--- src/rtl/bl_pwm_pkg.sv ---
package bl_pwm_pkg;
  localparam int DIV_W   = 10;
  localparam int PER_W   = 12;
  localparam int HW_W    = 13;
  localparam int DIV_LSB = 16;
  localparam int PER_LSB = 0;
  localparam int HW_LSB  = 16;

  localparam logic [7:0] OFF_EN     = 8'h00;
  localparam logic [7:0] OFF_COMMIT = 8'h08;
  localparam logic [7:0] OFF_CFG0   = 8'h10;
  localparam logic [7:0] OFF_CFG1   = 8'h14;

  typedef struct packed {
    logic [HW_W-1:0]  hw;
    logic [PER_W-1:0] per;
    logic [DIV_W-1:0] div;
  } pwm_cfg_t;
endpackage

--- src/rtl/bl_pwm_regs.sv ---
module bl_pwm_regs
  import bl_pwm_pkg::*;
#(
  parameter int ADDR_W = 8,
  parameter int DATA_W = 32
) (
  input  logic              clk_i,
  input  logic              rst_ni,
  input  logic              wr_i,
  input  logic              rd_i,
  input  logic [ADDR_W-1:0] addr_i,
  input  logic [DATA_W-1:0] wdata_i,
  output logic [DATA_W-1:0] rdata_o,
  output logic              en_o,
  output pwm_cfg_t          shadow_o,
  output logic              load_o
);
  logic     en_q, commit_q, load_q;
  pwm_cfg_t sh_q;

  logic sel_en, sel_commit, sel_cfg0, sel_cfg1;
  assign sel_en     = addr_i == ADDR_W'(OFF_EN);
  assign sel_commit = addr_i == ADDR_W'(OFF_COMMIT);
  assign sel_cfg0   = addr_i == ADDR_W'(OFF_CFG0);
  assign sel_cfg1   = addr_i == ADDR_W'(OFF_CFG1);

  logic unused_wdata;
  assign unused_wdata = ^wdata_i;

  always_ff @(posedge clk_i or negedge rst_ni) begin
    if (!rst_ni) begin
      en_q     <= 1'b0;
      commit_q <= 1'b0;
      load_q   <= 1'b0;
      sh_q     <= '0;
    end else begin
      // one-cycle load request on a 0->1 commit transition only
      load_q <= wr_i && sel_commit && wdata_i[0] && !commit_q;
      if (wr_i) begin
        if (sel_en)     en_q     <= wdata_i[0];
        if (sel_commit) commit_q <= wdata_i[0];
        if (sel_cfg0)   sh_q.div <= wdata_i[DIV_LSB +: DIV_W];
        if (sel_cfg1) begin
          sh_q.per <= wdata_i[PER_LSB +: PER_W];
          sh_q.hw  <= wdata_i[HW_LSB +: HW_W];
        end
      end
    end
  end

  always_comb begin
    rdata_o = '0;
    if (rd_i) begin
      if (sel_en)     rdata_o[0] = en_q;
      if (sel_commit) rdata_o[0] = commit_q;
      if (sel_cfg0)   rdata_o[DIV_LSB +: DIV_W] = sh_q.div;
      if (sel_cfg1) begin
        rdata_o[PER_LSB +: PER_W] = sh_q.per;
        rdata_o[HW_LSB +: HW_W]   = sh_q.hw;
      end
    end
  end

  assign en_o     = en_q;
  assign shadow_o = sh_q;
  assign load_o   = load_q;

  // a load request only follows a fresh 0->1 transition of the commit bit
  a_r11_commit_edge: assert property (@(posedge clk_i) disable iff (!rst_ni)
    load_q |-> (commit_q && !$past(commit_q)));

  // an undefined offset never returns data
  a_r2_undef_zero: assert property (@(posedge clk_i) disable iff (!rst_ni)
    (!sel_en && !sel_commit && !sel_cfg0 && !sel_cfg1) |-> (rdata_o == '0));
endmodule

--- src/rtl/bl_pwm_timer.sv ---
module bl_pwm_timer
  import bl_pwm_pkg::*;
(
  input  logic     clk_i,
  input  logic     rst_ni,
  input  logic     en_i,
  input  logic     load_i,
  input  pwm_cfg_t shadow_i,
  output logic     pwm_o
);
  pwm_cfg_t         act_q;
  logic             pend_q;
  logic [DIV_W-1:0] pre_q;
  logic [PER_W-1:0] per_q;

  logic tick, period_end, take;
  assign tick       = pre_q == act_q.div;
  assign period_end = tick && (per_q == act_q.per);
  assign take       = load_i || pend_q;

  always_ff @(posedge clk_i or negedge rst_ni) begin
    if (!rst_ni) begin
      act_q  <= '0;
      pend_q <= 1'b0;
      pre_q  <= '0;
      per_q  <= '0;
    end else if (!en_i) begin
      pre_q <= '0;
      per_q <= '0;
      if (take) begin
        act_q  <= shadow_i;
        pend_q <= 1'b0;
      end
    end else begin
      if (tick) begin
        pre_q <= '0;
        per_q <= period_end ? '0 : per_q + PER_W'(1);
      end else begin
        pre_q <= pre_q + DIV_W'(1);
      end
      if (period_end && take) begin
        act_q  <= shadow_i;
        pend_q <= 1'b0;
      end else if (load_i) begin
        pend_q <= 1'b1;
      end
    end
  end

  // width is one bit wider than the period so full-on is expressible
  assign pwm_o = en_i && ({1'b0, per_q} < act_q.hw);

  a_r9_idle_counters: assert property (@(posedge clk_i) disable iff (!rst_ni)
    !en_i |=> (pre_q == '0 && per_q == '0));

  a_r3_pre_bound: assert property (@(posedge clk_i) disable iff (!rst_ni)
    pre_q <= act_q.div);

  a_r3_per_bound: assert property (@(posedge clk_i) disable iff (!rst_ni)
    per_q <= act_q.per);

  a_r8_hold_midperiod: assert property (@(posedge clk_i) disable iff (!rst_ni)
    (en_i && !period_end) |=> $stable(act_q));

  a_r6_full_on: assert property (@(posedge clk_i) disable iff (!rst_ni)
    (en_i && (act_q.hw > {1'b0, act_q.per})) |-> pwm_o);

  a_r5_zero_off: assert property (@(posedge clk_i) disable iff (!rst_ni)
    (act_q.hw == '0) |-> !pwm_o);
endmodule

--- src/rtl/bl_pwm.sv ---
module bl_pwm
  import bl_pwm_pkg::*;
#(
  parameter int ADDR_W = 8,
  parameter int DATA_W = 32
) (
  input  logic              clk_i,
  input  logic              rst_ni,
  input  logic              wr_i,
  input  logic              rd_i,
  input  logic [ADDR_W-1:0] addr_i,
  input  logic [DATA_W-1:0] wdata_i,
  output logic [DATA_W-1:0] rdata_o,
  output logic              pwm_o
);
  logic     en, load;
  pwm_cfg_t shadow;

  bl_pwm_regs #(.ADDR_W(ADDR_W), .DATA_W(DATA_W)) u_regs (
    .clk_i    (clk_i),
    .rst_ni   (rst_ni),
    .wr_i     (wr_i),
    .rd_i     (rd_i),
    .addr_i   (addr_i),
    .wdata_i  (wdata_i),
    .rdata_o  (rdata_o),
    .en_o     (en),
    .shadow_o (shadow),
    .load_o   (load)
  );

  bl_pwm_timer u_timer (
    .clk_i    (clk_i),
    .rst_ni   (rst_ni),
    .en_i     (en),
    .load_i   (load),
    .shadow_i (shadow),
    .pwm_o    (pwm_o)
  );

  a_r10_off_low: assert property (@(posedge clk_i) disable iff (!rst_ni)
    !en |-> !pwm_o);
endmodule

--- config.mk ---
export PLATFORM = sky130hd
export DESIGN_NAME = bl_pwm
export DESIGN_NICKNAME = d
export VERILOG_FILES = /design/src/rtl/bl_pwm_pkg.sv /design/src/rtl/bl_pwm_regs.sv /design/src/rtl/bl_pwm_timer.sv /design/src/rtl/bl_pwm.sv
export SDC_FILE = /design/constraint.sdc
export NUM_CORES = 1
export LEC_CHECK = 0
export BUFFER_PORTS_ARGS = -buffer_cell sky130_fd_sc_hd__buf_2
export CAP_MARGIN = 20
export CORE_AREA = 2 2 90 178
export DETAILED_ROUTE_END_ITERATION = 10
export DIE_AREA = 0 0 92 180
export MAX_ROUTING_LAYER = met4
export PLACE_DENSITY = 0.6
export SLEW_MARGIN = 10
export SYNTH_ARGS = -nofsm -noshare
export SYNTH_HDL_FRONTEND = slang
export SYNTH_SLANG_ARGS = --single-unit
--- constraint.sdc ---
create_clock -name clk_i -period 5.1 [get_ports clk_i]
set_input_delay 1.02 -clock clk_i [delete_from_list [all_inputs] [get_ports clk_i]]
set_output_delay 1.02 -clock clk_i [all_outputs]
set_load 0.02 [all_outputs]
==> results.cfg <==
[floorplan]
rows = 64
die_x_um = 92
core_sq_um = 15210
io_pins = 77
floorplan.die.height_um = 180
die_area_sq_um = 16560
start_util_pct = 34.08

[sta]
slew_headroom_pct = 40.25
fin_crit_ns = 4.135
slew_viol_final = 0
timing.final.crit_share_pct = 81.08
tightest_slew_ns = 0.8962
fin_tns_setup_ns = 0
worst_slack_ns = 0.9651
fin_worst_skew_ns = 0.01105
finalHoldViolations = 0
rsz0062_at_grt = false
setup_viol = 0
fmax_mhz = 241.8

[placement]
placed_cell_area_sq_um = 5672
io_buffers = 62
hpwl_um = 9310
dp.cells = 736
gp_congestion = 0.8343
dp_worst_setup_slack_ns = 0.9222

[critical_path]
r2r-end = u_timer.act_q[2]
crit_fanout = 17
timing.rr.start = u_timer.per_q[8]
critPathCapture = rdata_o[22]
rr_worst_depth = 6
worstSetupEndpointType = output port
worstSetupPathType = input pin to output port
reg2reg_slack_ns = 2.63
start_kind = input pin
cp.arrival_ns = 3.11
worst_setup_path_startpoint = addr_i[1]
required_ns = 4.08

[routing]
wl_um = 12590
drc = 0
wl_per_cell_um = 16.74
first_pass_iters = 4
drtIter0Drc = 265
viasPerCell = 5.372
antenna_left = 0
num_vias = 4040

[yosys]
async_flop_share_pct = 100.0
yosysTopAreaCell = dfrtp_1
synth_edf_count = 0
yosysWarnings = 0
syn_area_per_cell_sq_um = 10.39
synth_top_area_share_pct = 46.33
seq_area_frac_synth_pct = 46.33
yosysMostFrequentCell = dfrtp_1
synth-seq-cells = 96
postSynthCellCount = 499
synth_area_sq_um = 5185
synthDistinctLibCells = 49
ys_top_cells_by_area = dfrtp_1 (46%), mux2_4 (5.8%), o31ai_1 (5.4%)
synthTopCellsByCount = dfrtp_1 (96), inv_1 (50), o31ai_1 (37)
synth_flop_cell = dfrtp_1

[clock_network]
cts_buffer_depth = 2
clk_latency_ns = 0.36
cts-root-buf = clkbuf_16
post_cts_resized = 0
post_cts_buffers = 0
cts-buffers-inserted = 9
clkSlewWorstSetupHoldPaths_ns = 0.07
cts.sinks = 96
htree_levels = 3
holdBufCountCts = 0
cts_tree = built

[finish]
finalInstanceArea_sq_um = 5974
n_antenna_cell = 0
layout-drive-gt1-share_pct = 22.56
finalNetCount = 606
fin_cells = 752
area_growth_pct = 15.23
num-fill-cells = 1545

[pwr]
total_leakage_power_nw = 2.772
p_per_area_nw_per_um2 = 262.9
vdd_ir_drop_max_mv = 0.1887

[global_route]
grt-ovfl-total = 0
antenna_found_initial = 0
track_usage_pct = 16.29
grt_max_degree = 66
grt_pass1_wl_um = 20950
grt_pass1_vias = 4207

[min_path]
whs_path_depth = 1
hold_path_class = flip-flop to flip-flop

[flow_run]
maxCapViolCount = 0

[status]
run_status = complete, no violations
## worst max-delay path: stages
cell and delay [ns]:
buf_2 0.09, or4_1 0.53, nor2_2 0.13, nand2_1 0.06
buf_4 0.19, nor3_2 0.64, a22o_1 0.27, buf_2 0.17
## power breakdown
group	internal [mW]	switching (mW)	total, mW
Clock	0.387	0.313	0.700
Combinational	0.0305	0.0500	0.0805
Sequential	0.775	0.0144	0.790
## worst min path at each step
stage	startpoint	to	slack, ns
2_1_floorplan	u_regs.commit_q	u_regs.load_o	0.43
3_3_place_gp	u_regs.commit_q	u_regs.load_o	0.45
3_5_place_dp	u_regs.commit_q	u_regs.load_o	0.45
4_1_cts	u_regs.commit_q	u_regs.load_o	0.47
5_1_grt	u_regs.commit_q	u_regs.load_o	0.48
6_report	u_regs.commit_q	u_regs.load_o	0.47
## flip-flops by register name, summed over array words and instances (netlist names)
| name | flops |
|---|---|
| u_timer.per_q | 12 |
| u_regs.en_o | 1 |
| u_regs.load_o | 1 |
| u_timer.pend_q | 1 |
| u_timer.pre_q | 10 |
| u_regs.commit_q | 1 |
| u_timer.act_q | 35 |
| u_regs.shadow_o | 35 |
## area by class of cell
cell class / count / area, sq um / share of cell area [%]
multi-input combinational: 320 / 2426 / 40.61
sequential: 96 / 2402 / 40.21
timing repair buffer: 72 / 407.9 / 6.827
tap: 198 / 247.7 / 4.147
clock buffer: 9 / 225.2 / 3.770
inverter: 50 / 187.7 / 3.141
clock inverter: 7 / 77.57 / 1.298
## metrics by stage
| step | total power, mW | util [%] | hold slack, ns |
|---|---|---|---|
| after floorplan | 0.8451 | - | 0.4252 |
| after global placement | 0.8837 | 37.10 | 0.4489 |
| after detailed placement | 0.8866 | 37.28 | 0.4547 |
| after CTS | 1.583 | 39.27 | 0.4653 |
| after global routing | 1.626 | 39.27 | 0.4815 |
| final | 1.570 | 39.27 | 0.4702 |
## metal layers
| layer | up-vias | share of wire (%) | GRT usage (%) |
|---|---|---|---|
| met2 | 110 | 56 | 29.74 |
| met5 | - | 0 | - |
| met3 | 35 | 2.3 | 1.718 |
| met1 | 1999 | 38 | 16.77 |
| met4 | 0 | 4.0 | 8.716 |
| li1 | 1896 | - | - |
## logic make-up (layout without fill, tap and decap cells)
| kind of cell | Yosys count | count (layout) | share of synthesized area, % |
|---|---|---|---|
| AOI/OAI and AO/OA | 116 | 116 | 16.84 |
| xor gates and xnor gates | 30 | 30 | 5.068 |
| adders and majority gates | 13 | 13 | 3.137 |
| buffers and inverters | 89 | 138 | 7.505 |
| DFF | 96 | 96 | 46.33 |
| muxes | 37 | 37 | 9.484 |
| other | 1 | 7 | 0.07232 |
| and+or+nand+nor | 117 | 117 | 11.56 |
## layout by cell type (no fill, tap or decap), types with 3 or more instances in the layout
cell / n
and3_1: 7
o211ai_1: 35
conb_1: 7
clkbuf_16: 9
xor2_1: 15
inv_1: 50
mux2_2: 12
mux2_4: 20
o31ai_1: 37
buf_2: 61
nor2_1: 22
dfrtp_1: 96
inv_6: 3
nor3_1: 3
a21oi_1: 4
buf_4: 10
nand2_1: 27
nor4_1: 21
ha_1: 13
nand4_1: 3
xnor2_1: 15
a22o_1: 10
nand3_1: 16
mux2_1: 5
o21ai_0: 5
o221ai_1: 3
or3_1: 4
No activity file was read; power rests on OpenSTA's default activity.
